**config.mk**
```make
export PLATFORM = sky130hd
export DESIGN_NAME = loaduse_stall_ctrl
export DESIGN_NICKNAME = d
export VERILOG_FILES = /design/src/rtl/lu_pkg.sv /design/src/rtl/lu_src_match.sv /design/src/rtl/lu_hazard_detect.sv /design/src/rtl/lu_idex_reg.sv /design/src/rtl/loaduse_stall_ctrl.sv
export SDC_FILE = /design/constraint.sdc
export NUM_CORES = 1
export LEC_CHECK = 0
export ABC_AREA = 1
export BUFFER_PORTS_ARGS = -buffer_cell sky130_fd_sc_hd__buf_2
export CAP_MARGIN = 20
export CORE_UTILIZATION = 46
export CTS_CLUSTER_SIZE = 24
export DETAILED_ROUTE_END_ITERATION = 8
export PLACE_DENSITY_LB_ADDON = 0.08
export SYNTH_ARGS = -nofsm -noshare
export SYNTH_HDL_FRONTEND = slang
export SYNTH_SLANG_ARGS = --single-unit
export TNS_END_PERCENT = 30
```
**constraint.sdc**
```tcl
create_clock -name clk -period 2.6 [get_ports clk]
set_input_delay 0.26 -clock clk [delete_from_list [all_inputs] [get_ports clk]]
set_output_delay 0.26 -clock clk [all_outputs]
set_load 0.02 [all_outputs]
```
**src/rtl/lu_pkg.sv**
```systemverilog
package lu_pkg;

    localparam int NSRC = 2;

    typedef enum logic [0:0] {
        SRC_RS = 1'b0,
        SRC_RT = 1'b1
    } src_idx_e;

    typedef struct packed {
        logic             stall;
        logic [NSRC-1:0]  hit;
    } hz_res_t;

endpackage

```
**src/rtl/lu_src_match.sv**
```systemverilog
module lu_src_match #(
    parameter int REG_W = 5
) (
    input  logic             src_used,
    input  logic [REG_W-1:0] src_reg,
    input  logic             ex_load,
    input  logic [REG_W-1:0] ex_dst,
    output logic             hit
);

    logic dst_nonzero;

    always_comb begin
        dst_nonzero = (ex_dst != '0);
        hit         = src_used && ex_load && dst_nonzero && (src_reg == ex_dst);
    end

endmodule

```
**src/rtl/lu_hazard_detect.sv**
```systemverilog
module lu_hazard_detect
    import lu_pkg::*;
#(
    parameter int REG_W = 5
) (
    input  logic             clk,
    input  logic             rst_n,
    input  logic             dec_valid,
    input  logic [REG_W-1:0] dec_rs,
    input  logic [REG_W-1:0] dec_rt,
    input  logic             dec_use_rs,
    input  logic             dec_use_rt,
    input  logic             dec_rt_store_only,
    input  logic             ex_load,
    input  logic [REG_W-1:0] ex_dst,
    output hz_res_t          res
);

    logic [NSRC-1:0][REG_W-1:0] src_regs;
    logic [NSRC-1:0]            src_used;
    logic [NSRC-1:0]            src_hit;

    always_comb begin
        src_regs[SRC_RS] = dec_rs;
        src_regs[SRC_RT] = dec_rt;
        src_used[SRC_RS] = dec_valid && dec_use_rs;
        // store data is forwarded into the memory input, so it never stalls
        src_used[SRC_RT] = dec_valid && dec_use_rt && !dec_rt_store_only;
    end

    for (genvar gi = 0; gi < NSRC; gi++) begin : g_src
        lu_src_match #(
            .REG_W (REG_W)
        ) i_match (
            .src_used (src_used[gi]),
            .src_reg  (src_regs[gi]),
            .ex_load  (ex_load),
            .ex_dst   (ex_dst),
            .hit      (src_hit[gi])
        );
    end

    always_comb begin
        res.hit   = src_hit;
        res.stall = |src_hit;
    end

    p_zero_dst_r4: assert property (@(posedge clk) disable iff (!rst_n)
        (ex_dst == '0) |-> !res.stall);

    p_no_load_r5: assert property (@(posedge clk) disable iff (!rst_n)
        !ex_load |-> !res.stall);

    p_invalid_r9: assert property (@(posedge clk) disable iff (!rst_n)
        !dec_valid |-> !res.stall);

    p_store_data_r3: assert property (@(posedge clk) disable iff (!rst_n)
        (dec_rt_store_only && !(dec_use_rs && dec_rs == ex_dst)) |-> !res.stall);

endmodule

```
**src/rtl/lu_idex_reg.sv**
```systemverilog
module lu_idex_reg #(
    parameter int REG_W  = 5,
    parameter int CTRL_W = 8
) (
    input  logic              clk,
    input  logic              rst_n,
    input  logic              bubble,
    input  logic              dec_valid,
    input  logic              dec_is_load,
    input  logic [REG_W-1:0]  dec_dst,
    input  logic [CTRL_W-1:0] dec_ctrl,
    output logic              ex_load_q,
    output logic [REG_W-1:0]  ex_dst_q,
    output logic [CTRL_W-1:0] ex_ctrl_q
);

    typedef struct packed {
        logic              load;
        logic [REG_W-1:0]  dst;
        logic [CTRL_W-1:0] ctrl;
    } idex_t;

    idex_t st_d, st_q;

    always_comb begin
        if (bubble || !dec_valid) begin
            st_d = '0;
        end else begin
            st_d.load = dec_is_load;
            st_d.dst  = dec_dst;
            st_d.ctrl = dec_ctrl;
        end
    end

    always_ff @(posedge clk or negedge rst_n) begin
        if (!rst_n) begin
            st_q <= '0;
        end else begin
            st_q <= st_d;
        end
    end

    assign ex_load_q = st_q.load;
    assign ex_dst_q  = st_q.dst;
    assign ex_ctrl_q = st_q.ctrl;

    p_bubble_clears_r6: assert property (@(posedge clk) disable iff (!rst_n)
        bubble |=> (ex_ctrl_q == '0 && !ex_load_q && ex_dst_q == '0));

    p_capture_r6: assert property (@(posedge clk) disable iff (!rst_n)
        (!bubble && dec_valid) |=>
            (ex_ctrl_q == $past(dec_ctrl) && ex_dst_q == $past(dec_dst)
             && ex_load_q == $past(dec_is_load)));

endmodule

```
**src/rtl/loaduse_stall_ctrl.sv**
```systemverilog
module loaduse_stall_ctrl
    import lu_pkg::*;
#(
    parameter int REG_W  = 5,
    parameter int CTRL_W = 8
) (
    input  logic              clk,
    input  logic              rst_n,
    input  logic              dec_valid,
    input  logic [REG_W-1:0]  dec_rs,
    input  logic [REG_W-1:0]  dec_rt,
    input  logic              dec_use_rs,
    input  logic              dec_use_rt,
    input  logic              dec_rt_store_only,
    input  logic              dec_is_load,
    input  logic [REG_W-1:0]  dec_dst,
    input  logic [CTRL_W-1:0] dec_ctrl,
    output logic              pc_we,
    output logic              ifid_hold,
    output logic              idex_bubble,
    output logic              ex_load_q,
    output logic [REG_W-1:0]  ex_dst_q,
    output logic [CTRL_W-1:0] ex_ctrl_q
);

    hz_res_t hz;

    lu_hazard_detect #(
        .REG_W (REG_W)
    ) i_detect (
        .clk               (clk),
        .rst_n             (rst_n),
        .dec_valid         (dec_valid),
        .dec_rs            (dec_rs),
        .dec_rt            (dec_rt),
        .dec_use_rs        (dec_use_rs),
        .dec_use_rt        (dec_use_rt),
        .dec_rt_store_only (dec_rt_store_only),
        .ex_load           (ex_load_q),
        .ex_dst            (ex_dst_q),
        .res               (hz)
    );

    always_comb begin
        pc_we       = !hz.stall;
        ifid_hold   = hz.stall;
        idex_bubble = hz.stall;
    end

    lu_idex_reg #(
        .REG_W  (REG_W),
        .CTRL_W (CTRL_W)
    ) i_idex (
        .clk         (clk),
        .rst_n       (rst_n),
        .bubble      (hz.stall),
        .dec_valid   (dec_valid),
        .dec_is_load (dec_is_load),
        .dec_dst     (dec_dst),
        .dec_ctrl    (dec_ctrl),
        .ex_load_q   (ex_load_q),
        .ex_dst_q    (ex_dst_q),
        .ex_ctrl_q   (ex_ctrl_q)
    );

    p_one_cycle_r7: assert property (@(posedge clk) disable iff (!rst_n)
        idex_bubble |=> !idex_bubble);

    p_rs_stall_r1: assert property (@(posedge clk) disable iff (!rst_n)
        (dec_valid && ex_load_q && ex_dst_q != '0 && dec_use_rs && dec_rs == ex_dst_q)
            |-> (!pc_we && ifid_hold));

    p_rt_stall_r2: assert property (@(posedge clk) disable iff (!rst_n)
        (dec_valid && ex_load_q && ex_dst_q != '0 && dec_use_rt && !dec_rt_store_only
         && dec_rt == ex_dst_q) |-> (!pc_we && ifid_hold));

endmodule

```
=== Word-level counts from Yosys, hierarchy flattened ===
Index checks and enable logic that the tools add are counted.

* Bits in registers: 14
* Bits in latches: 0
* RAM bits: 0
* ROM bits: 0
* Input port bits: 30
* Output and inout port bits: 17
* Logic and storage cells: 21
* Memories: 0

* Add/subtract/negate cells: 0
* Multipliers: 0
* Divide/modulo/power cells: 0
* $lt $le $gt $ge: 0
* Equality and inequality tests: 2
* Shift operators: 0
* Multiplexer cells: 1
* Bitwise operators: 0
* Reduce and logical (&&, ||, !) cells: 15

{| class="wikitable"
|+ Operators by type and width
! cell !! count
|-
| $mux W14 || 1
|-
| $eq A5 B5 Y1 || 2
|-
| $logic_and A1 B1 Y1 || 9
|-
| $reduce_bool A5 Y1 || 1
|-
| $logic_not A1 Y1 || 3
|-
| $reduce_or A2 Y1 || 1
|-
| $logic_or A1 B1 Y1 || 1
|}

=== Logic depth before layout (Yosys ltp) ===
Gate-level depths: netlist (run 1).

* Word-level depth: 8
* Depth in mapped cells: 9
* Depth with buffers taken out: 8

=== Hierarchy ===
Synthesis (run 1) repeated with hierarchy kept, for this count alone.

* Cells, all modules: 116
* Area total of the unflattened synthesis: 782.0 um^2

{| class="wikitable"
|+ Modules (own cells, without submodules)
! module !! instances !! cells an instance !! area each (um^2)
|-
| lu_idex_reg || 1 || 45 || 501.7
|-
| lu_src_match || 2 || 32 || 123.9
|-
| lu_hazard_detect || 1 || 5 || 21.3
|-
| loaduse_stall_ctrl || 1 || 2 || 11.3
|}

=== Least setup slack after synthesis (run 1) ===
OpenSTA, ideal clock, no wires.

* Path kind: register to output
* From: reg i_idex.st_q, in the netlist i_idex.ex_dst_q[3]
* To: out ifid_hold
* Arrival time: 1668 ps
* Setup slack: 672 ps
* Stages on the path, launching flop included: 8
* Cells stage by stage: dfrtp_1 > inv_1 > nand2_1 > nand3_1 > nor2_1 > nand3_1 > o21ai_0 > buf_4

* Cells in the longest elaborated chain, start to end: 4
* Elaborated cells on any way between the ends: 8

{| class="wikitable"
|+ RTL lines
! what !! RTL line !! RTL
|-
| start, declared || lu_idex_reg.sv:23 || <nowiki>idex_t st_d, st_q;</nowiki>
|-
| start signal, assigned || lu_idex_reg.sv:39 || <nowiki>st_q <= st_d;</nowiki>
|-
| $reduce_bool A5 Y1 || lu_src_match.sv:14 || <nowiki>dst_nonzero = (ex_dst != '0);</nowiki>
|-
| $logic_and A1 B1 Y1 (2 in a row) || lu_src_match.sv:15 || <nowiki>hit = src_used && ex_load && dst_nonzero && (src_reg == ex_dst);</nowiki>
|-
| $reduce_or A2 Y1 * || lu_hazard_detect.sv:45 || <nowiki>res.stall = |src_hit;</nowiki>
|-
| end, declared || loaduse_stall_ctrl.sv:19 || <nowiki>output logic ifid_hold,</nowiki>
|}

Mark *: on every way between the ends. The rest lies on a longest branch, timed or not.

=== Worst setup path in the final report (run 1) ===
* From: reg i_idex.st_q, in the netlist i_idex.ex_dst_q[4]
* To: out pc_we

* Cells in the longest elaborated chain, start to end: 5
* Elaborated cells on any way between the ends: 9

{| class="wikitable"
|+ RTL lines
! what !! RTL line !! RTL
|-
| $reduce_bool A5 Y1 || lu_src_match.sv:14 ||
|-
| $logic_and A1 B1 Y1 (2 in a row) || lu_src_match.sv:15 ||
|-
| $reduce_or A2 Y1 * || lu_hazard_detect.sv:45 ||
|-
| $logic_not A1 Y1 * || loaduse_stall_ctrl.sv:45 || <nowiki>pc_we = !hz.stall;</nowiki>
|-
| end, declared || loaduse_stall_ctrl.sv:18 || <nowiki>output logic pc_we,</nowiki>
|}

Marked as above.

==> run summary, run 1 <==
* done — CTS tree
* 186 — net count reported at finish
* 14 — cell row count
* in2reg — class of the worst hold path
* 0 — total of cells resized after clock tree synthesis
* 44.15 um — width of the chip
* 0.226 — combinational share of power
* 0.7460 — worst slew margin relative to its limit
* 0.8569 — placer congestion estimate
* 0 — number of remaining DRC errors
* 46 — Port Buffer Count
* 1 — H-tree Lvls
* 0 — endpoints failing hold
* 2 — number of buffers on the longest clock path
* register — Critical Path Source Type
* 553.3 MHz — Max Fclk
* 498.4 uW — Total Power
* 0 — remaining number of nets flagged by the antenna check after routing
* 44.15 um — Die Y-Extent
* 80 ps — clock-pin slew reported for the worst setup and hold paths after clock tree synthesis
* 0.4288 — sequential-to-total area share from yosys stat
* 632 — number of global-route vias before repair
* 1807 ps — final critical-path required period
* sky130_fd_sc_hd__clkbuf_4 — clock tree root driver cell
* 1550 ps — critical path data arrival time
* 6.354 ps — Setup Skew
* 0 — number of antenna repair diodes
* 0.0002781 V — worst-case vdd ir drop
* 0.299 — clock power share
* 47 — number of top-level pins
* 1.000 — asr flop ratio synth
* 0.0006511 uW — Leakage
* 0 ps — sum of negative setup slack
* 455.3 nW/um^2 — PD cells
* reg2out — WS Path Type
* 1 — CTS Hold Buffers Added
* finished, final reports clean — outcome
* 34.00% — area delta synth->final
* 0 — number of setup buffers added after CTS
* 0.5183 — Initial Util
* 771 — count of vias placed by the detailed router
* 14 — count of state elements after synthesis
* 4.509 — average vias per placed instance
* 362.4 uW — internal power summed over all cells
* primary output — Critical Path Sink Type
* sky130_fd_sc_hd__dfrtp_1 — Most used DFF post-synth
* 0 — total of max-cap violations
* 380.5 ps — Worst-Margin Slew
* 19 — distinct cell type count of the synthesized netlist
* 106 — post-synthesis cell count
* sky130_fd_sc_hd__dfrtp_1 43%, sky130_fd_sc_hd__inv_1 11%, sky130_fd_sc_hd__nand2_1 8.7% — cells taking the most area after synthesis
* 15 — largest net degree at the start of global routing
* 136 — synthesized net count
* 0.1747 — global-route total usage across every layer
* 9.199 um — per-cell routed wire length
* 0 — number of antenna violations at the first check in global routing
* 0 — Setup violations, final
* false — unrepaired setup endpoints after global routing
* 0.4129 — proportion of layout cells with a drive suffix above 1
* 11 — violation count after the first detailed-routing iteration
* 270 ps — Worst-Skew Late Latency
* 1949 sq um — Die Footprint
* 0.6951 — post-route clock period utilization
* 7.708 sq um — Post-Syn Area per Cell
* 0.6944 — share of the core filled with cells
* 0 — number of pins with negative max-slew slack in the final report
* 0.475 — sequential cell fraction of total power
* 0 — Remaining Overflow, GRT
* 2463 um — wire length of the first global-routing pass
* 14 — sink count of the clock tree
* 0 — number of flops mapped to enable cells by yosys
* 0.2729 — Net Sw Frac
* 817.0 sq um — post-synth design cell area
* 2340 ps — data required time at the worst endpoint
* 5 — largest fanout on the critical path
* 0.4288 — fraction of synthesized cell area taken by the top area cell type
* 3 — total CTS buffers
* 168 — layout filler cell count
* 1577 sq um — core region area
* 1365 um — HPWL after DPL
* 136.0 uW — Psw
* sky130_fd_sc_hd__dfrtp_1 — cell accounting for the most synthesized area
* 0 — total of warnings raised by yosys
* 5 — first-pass iteration count of the detailed router
* 1573 um — total detailed-routing wirelength
## stage by stage
step	setup slack, ps	hold WS, ps	instance area, sq um	cells
final	792.7	183.1	1095	171
after global routing	675.8	177.9	1095	171
after CTS	768.9	170.2	1095	171
after detailed placement	1028	164.8	1049	166
after global placement	1086	162.2	1049	166
after floorplan	672.4	-35.59	817.0	106
## worst max-delay path, cell delays in order, from the launching register on
cell	delay (ps)
sky130_fd_sc_hd__dfrtp_1	430
sky130_fd_sc_hd__or2_4	280
sky130_fd_sc_hd__nor2_4	130
sky130_fd_sc_hd__inv_1	50
sky130_fd_sc_hd__nand3_1	70
sky130_fd_sc_hd__nor2_1	50
sky130_fd_sc_hd__a21oi_1	100
sky130_fd_sc_hd__buf_2	170
## logic make-up (layout without fill, tap and decap cells)
| family | after synthesis | in the layout | share of synthesized area |
|---|---|---|---|
| DFF | 14 | 14 | 0.4288 |
| buffers and inverters | 26 | 75 | 0.1332 |
| AOI/OAI and AO/OA | 4 | 4 | 0.02450 |
| xor gates and xnor gates | 8 | 8 | 0.08576 |
| and+or+nand+nor | 54 | 54 | 0.3277 |
## power by group through the flow
stage               registers (uW)  clock network (uW)  logic (uW)
floorplan                      255                   0        53.1
global placement               240                   0         111
detailed placement             241                   0         113
CTS                            237                 157         115
global route                   238                 167         125
finish                         237                 149         113
## layout make-up
class / count / area, sq um / area share
sequential: 14 / 350.3 / 0.3200
timing repair buffer: 47 / 240.2 / 0.2194
multi-input combinational: 66 / 357.8 / 0.3269
tap: 16 / 20.02 / 0.01829
clock buffer: 4 / 36.28 / 0.03314
inverter: 24 / 90.09 / 0.08229
## per-layer routing
metal / up-vias / global-route usage / wire [um]
met5: - / 0 / 0
met3: 2 / 0.04490 / 115
met2: 29 / 0.3147 / 822
met1: 338 / 0.1936 / 629
li1: 402 / - / -
met4: 0 / 0.07273 / 6
## synthesized netlist by cell type, types with 2 or more instances
cell type	n
sky130_fd_sc_hd__nand2_1	19
sky130_fd_sc_hd__nor2_4	2
sky130_fd_sc_hd__nor2_1	14
sky130_fd_sc_hd__nand3_1	3
sky130_fd_sc_hd__a21oi_1	2
sky130_fd_sc_hd__dfrtp_1	14
sky130_fd_sc_hd__nor2_2	9
sky130_fd_sc_hd__o21ai_0	2
sky130_fd_sc_hd__and2_1	2
sky130_fd_sc_hd__xnor2_1	7
sky130_fd_sc_hd__inv_1	24
## cell usage in the layout, fill, tap and decap left out, drive strengths merged
| cell | synthesis | layout |
|---|---|---|
| a21oi | 2 | 2 |
| and2 | 2 | 2 |
| and3 | 1 | 1 |
| buf | 2 | 46 |
| clkbuf | 0 | 4 |
| dfrtp | 14 | 14 |
| dlygate4sd3 | 0 | 1 |
| inv | 24 | 24 |
| nand2 | 20 | 20 |
| nand3 | 4 | 4 |
| nand4 | 1 | 1 |
| nor2 | 25 | 25 |
| o21ai | 2 | 2 |
| or2 | 1 | 1 |
| xnor2 | 7 | 7 |
| xor2 | 1 | 1 |
## state kept, by name (all words and copies together), names as in the netlist
name,cells
i_idex.ex_load_q,1
i_idex.ex_dst_q,5
i_idex.ex_ctrl_q,8
## worst paths after layout
path                                    startpoint                  end  slack, ps  cells past startpoint
worst max-delay path            i_idex.ex_dst_q[4]                pc_we        790                      7
worst min-delay path                   dec_is_load     i_idex.ex_load_q        180                      3
worst max register to register  i_idex.ex_dst_q[4]  i_idex.ex_ctrl_q[0]       1060                      6
worst min register to register  i_idex.ex_dst_q[0]  i_idex.ex_ctrl_q[3]       1100                      6
max in group asynchronous                    rst_n   i_idex.ex_dst_q[3]       1980                      2
min in group asynchronous                    rst_n  i_idex.ex_ctrl_q[6]        390                      2
No activity file was read; power rests on OpenSTA's default activity.
==> run 2, diff against run 1 <==
--- a/config.mk
+++ b/config.mk
@@ -8,7 +8,7 @@
 export ABC_AREA = 1
 export BUFFER_PORTS_ARGS = -buffer_cell sky130_fd_sc_hd__buf_2
 export CAP_MARGIN = 20
-export CORE_UTILIZATION = 46
+export CORE_UTILIZATION = 42
 export CTS_CLUSTER_SIZE = 24
 export DETAILED_ROUTE_END_ITERATION = 8
 export PLACE_DENSITY_LB_ADDON = 0.08
==> constraint.sdc (replaced) <==
create_clock -name clk -period 1.89 [get_ports clk]
set_input_delay 0.189 -clock clk [delete_from_list [all_inputs] [get_ports clk]]
set_output_delay 0.189 -clock clk [all_outputs]
set_load 0.02 [all_outputs]
==> run 2 against run 1 <==
Compared with the run above: critical path depth unchanged; utilization decreased by 6.8 points; total power increased by 38%; cell count increased by 5.8%; setup slack got worse by 660 ps; sequential share of layout area decreased by 0.53 points; combinational power increased by 39%; worst hold slack got worse by 71 ps; sequential cell count unchanged; die area increased by 9.1%.
==> run summary, run 2 (synthesis results as in run 1) <==
* i_idex.ex_ctrl_q[2] — reg-to-reg critical path endpoint
* 690.2 uW — Total Power, +38%
* 430 ps — largest stage delay on the critical path, about the same
* 286.0 ps — Setup WS pre-CTS, -741.7 ps
* dec_is_load — hold path startpoint
* 2 — number of buffers on the longest clock path, unchanged
* or2_4 -> nor2_4 -> inv_1 -> nand3_1 -> nor2_1 -> a21oi_1 -> buf_4 — crit path cell chain
* 1758 ps — final critical-path required period
* done — CTS tree
* 0.7287 — worst slew margin relative to its limit, -0.01735
* 568.7 MHz — Max Fclk
* 0.4582 — Initial Util, -0.06001
* 0.0006568 uW — Leakage, +0.87%
* 0.1727 — global-route total usage across every layer, -0.002001
* 0 — Setup violations, final, unchanged
* 645 — number of global-route vias before repair, +2.1%
* sky130_fd_sc_hd__clkbuf_4 — clock tree root driver cell
* 1570 ps — critical path data arrival time, +20 ps
* 2.585 ps — Setup Skew, -3.769 ps
* primary output — Critical Path Sink Type
* 46.11 um — width of the chip, +4.4%
* 0 — Remaining Overflow, GRT, unchanged
* i_idex.ex_dst_q[4] — startpoint of the worst-slack reg-to-reg timing path
* 0 — endpoints failing hold, unchanged
* 3 — total CTS buffers, unchanged
* 8.945 um — per-cell routed wire length, -2.8%
* 0.9303 — post-route clock period utilization
* 0 — number of remaining DRC errors, unchanged
* 406.5 ps — Worst-Margin Slew, +26.00 ps
* 1 — violation count after the first detailed-routing iteration, -10
* 131.7 ps — final setup slack of the worst path, -661.0 ps
* 2 — first-pass iteration count of the detailed router, -3
* 1619 um — total detailed-routing wirelength, +2.9%
* sky130_fd_sc_hd__buf_2 — most common cell after layout, fill and taps aside
* 0 — number of antenna repair diodes, unchanged
* reg2out — WS Path Type
* 0.8526 — placer congestion estimate, -0.50%
* 8 — Largest register FFs, unchanged
* 0 — remaining number of nets flagged by the antenna check after routing, unchanged
* 0 — total of max-cap violations, unchanged
* 0.0003516 V — worst-case vdd ir drop, +26%
* 14 — sink count of the clock tree, unchanged
* 0 — number of pins with negative max-slew slack in the final report, unchanged
* 617.8 nW/um^2 — PD cells, +36%
* 0 ps — sum of negative setup slack, unchanged
* 2126 sq um — Die Footprint, +9.1%
* 47 — number of top-level pins, unchanged
* 4 — largest fanout on the critical path, -1
* 1060 sq um — post-placement cell area, +1.1%
* in2reg — class of the worst hold path
* 1321 um — HPWL after DPL, -3.2%
* 270 ps — Worst-Skew Late Latency, about the same
* 3 — cell depth of the worst hold path, unchanged
* 0 — number of antenna violations at the first check in global routing, unchanged
* 36.75% — area delta synth->final
* 4.254 — average vias per placed instance, -5.6%
* 15 — cell row count, +1
* sky130_fd_sc_hd__dfrtp_1 — Slowest-stage cell, CP
* finished, final reports clean — outcome
* 15 — largest net degree at the start of global routing, unchanged
* 770 — count of vias placed by the detailed router, -0.13%
* 1117 sq um — post-layout instance area, +2.1%
* 46 — Port Buffer Count, unchanged
* 80 ps — clock-pin slew reported for the worst setup and hold paths after clock tree synthesis, about the same
* 1783 sq um — core region area, +13%
* 187 — net count reported at finish, +0.54%
* 0.4231 — proportion of layout cells with a drive suffix above 1, +0.01017
* 2477 um — wire length of the first global-routing pass, +0.57%
* 45 x sky130_fd_sc_hd__buf_2, 24 x sky130_fd_sc_hd__inv_1, 19 x sky130_fd_sc_hd__nand2_1 — most frequent cells in the layout
* false — unrepaired setup endpoints after global routing
* 6 — number of cells on the worst reg-to-reg path, unchanged
* 1 — H-tree Lvls, unchanged
* 1700 ps — data required time at the worst endpoint, -640 ps
* 46.11 um — Die Y-Extent, +4.4%
* i_idex.ex_load_q — end point of the most critical hold path
* register — Critical Path Source Type
* 310 ps — setup slack of the most critical reg-to-reg path, -750 ps
## run 2: metrics by stage
stage               hold WS (ps)  std cells  utilization
floorplan                 -106.6        106            -
global placement           91.49        175       0.5944
detailed placement         104.4        175       0.5944
CTS                        98.91        180       0.6204
global route               93.94        181       0.6267
finish                     112.5        181       0.6267
## run 2: layout make-up
cell class / count / area (sq um)
fill: 167 / 665.6
tap: 25 / 31.28
inverter: 24 / 90.09
sequential: 14 / 351.6
clock buffer: 4 / 36.28
multi-input combinational: 66 / 357.8
timing repair buffer: 48 / 250.2
## run 2: report_power, final
group / switching [uW] / leakage (uW) / internal, uW
registers: 10.9 / 0.000179 / 315
logic: 89.0 / 0.000457 / 68.5
clock network: 90.2 / 0.0000210 / 117
## run 2: worst max path at each step
stage / from / to / slack (ps)
floorplan: i_idex.ex_dst_q[3] / ifid_hold / 30
global placement: i_idex.ex_dst_q[4] / i_idex.ex_load_q / 370
detailed placement: i_idex.ex_dst_q[4] / i_idex.ex_ctrl_q[2] / 290
CTS: i_idex.ex_dst_q[4] / pc_we / 90
global route: i_idex.ex_dst_q[2] / pc_we / 9
finish: i_idex.ex_dst_q[4] / pc_we / 130
## run 2: worst max-delay path, delay by kind of cell (launching register included)
family,cells,cell delay (ps)
flops,1,430
compound gates,1,120
simple gates,4,550
buf+inv,2,210
## run 2: per-layer routing
metal	global-route usage	routed length, um	vias to the layer above
met2	0.2958	870	24
met3	0.03529	69	2
met4	0.1235	18	0
li1	-	-	405
met1	0.1870	661	339
met5	0	0	-
## run 2: timing repair
item,4_1_cts,5_1_grt
gates resized for setup,0,2
endpoints found under the setup margin,0,1
buffers inserted,0,1
hold buffers,1,0
endpoints found under the hold margin,14,0
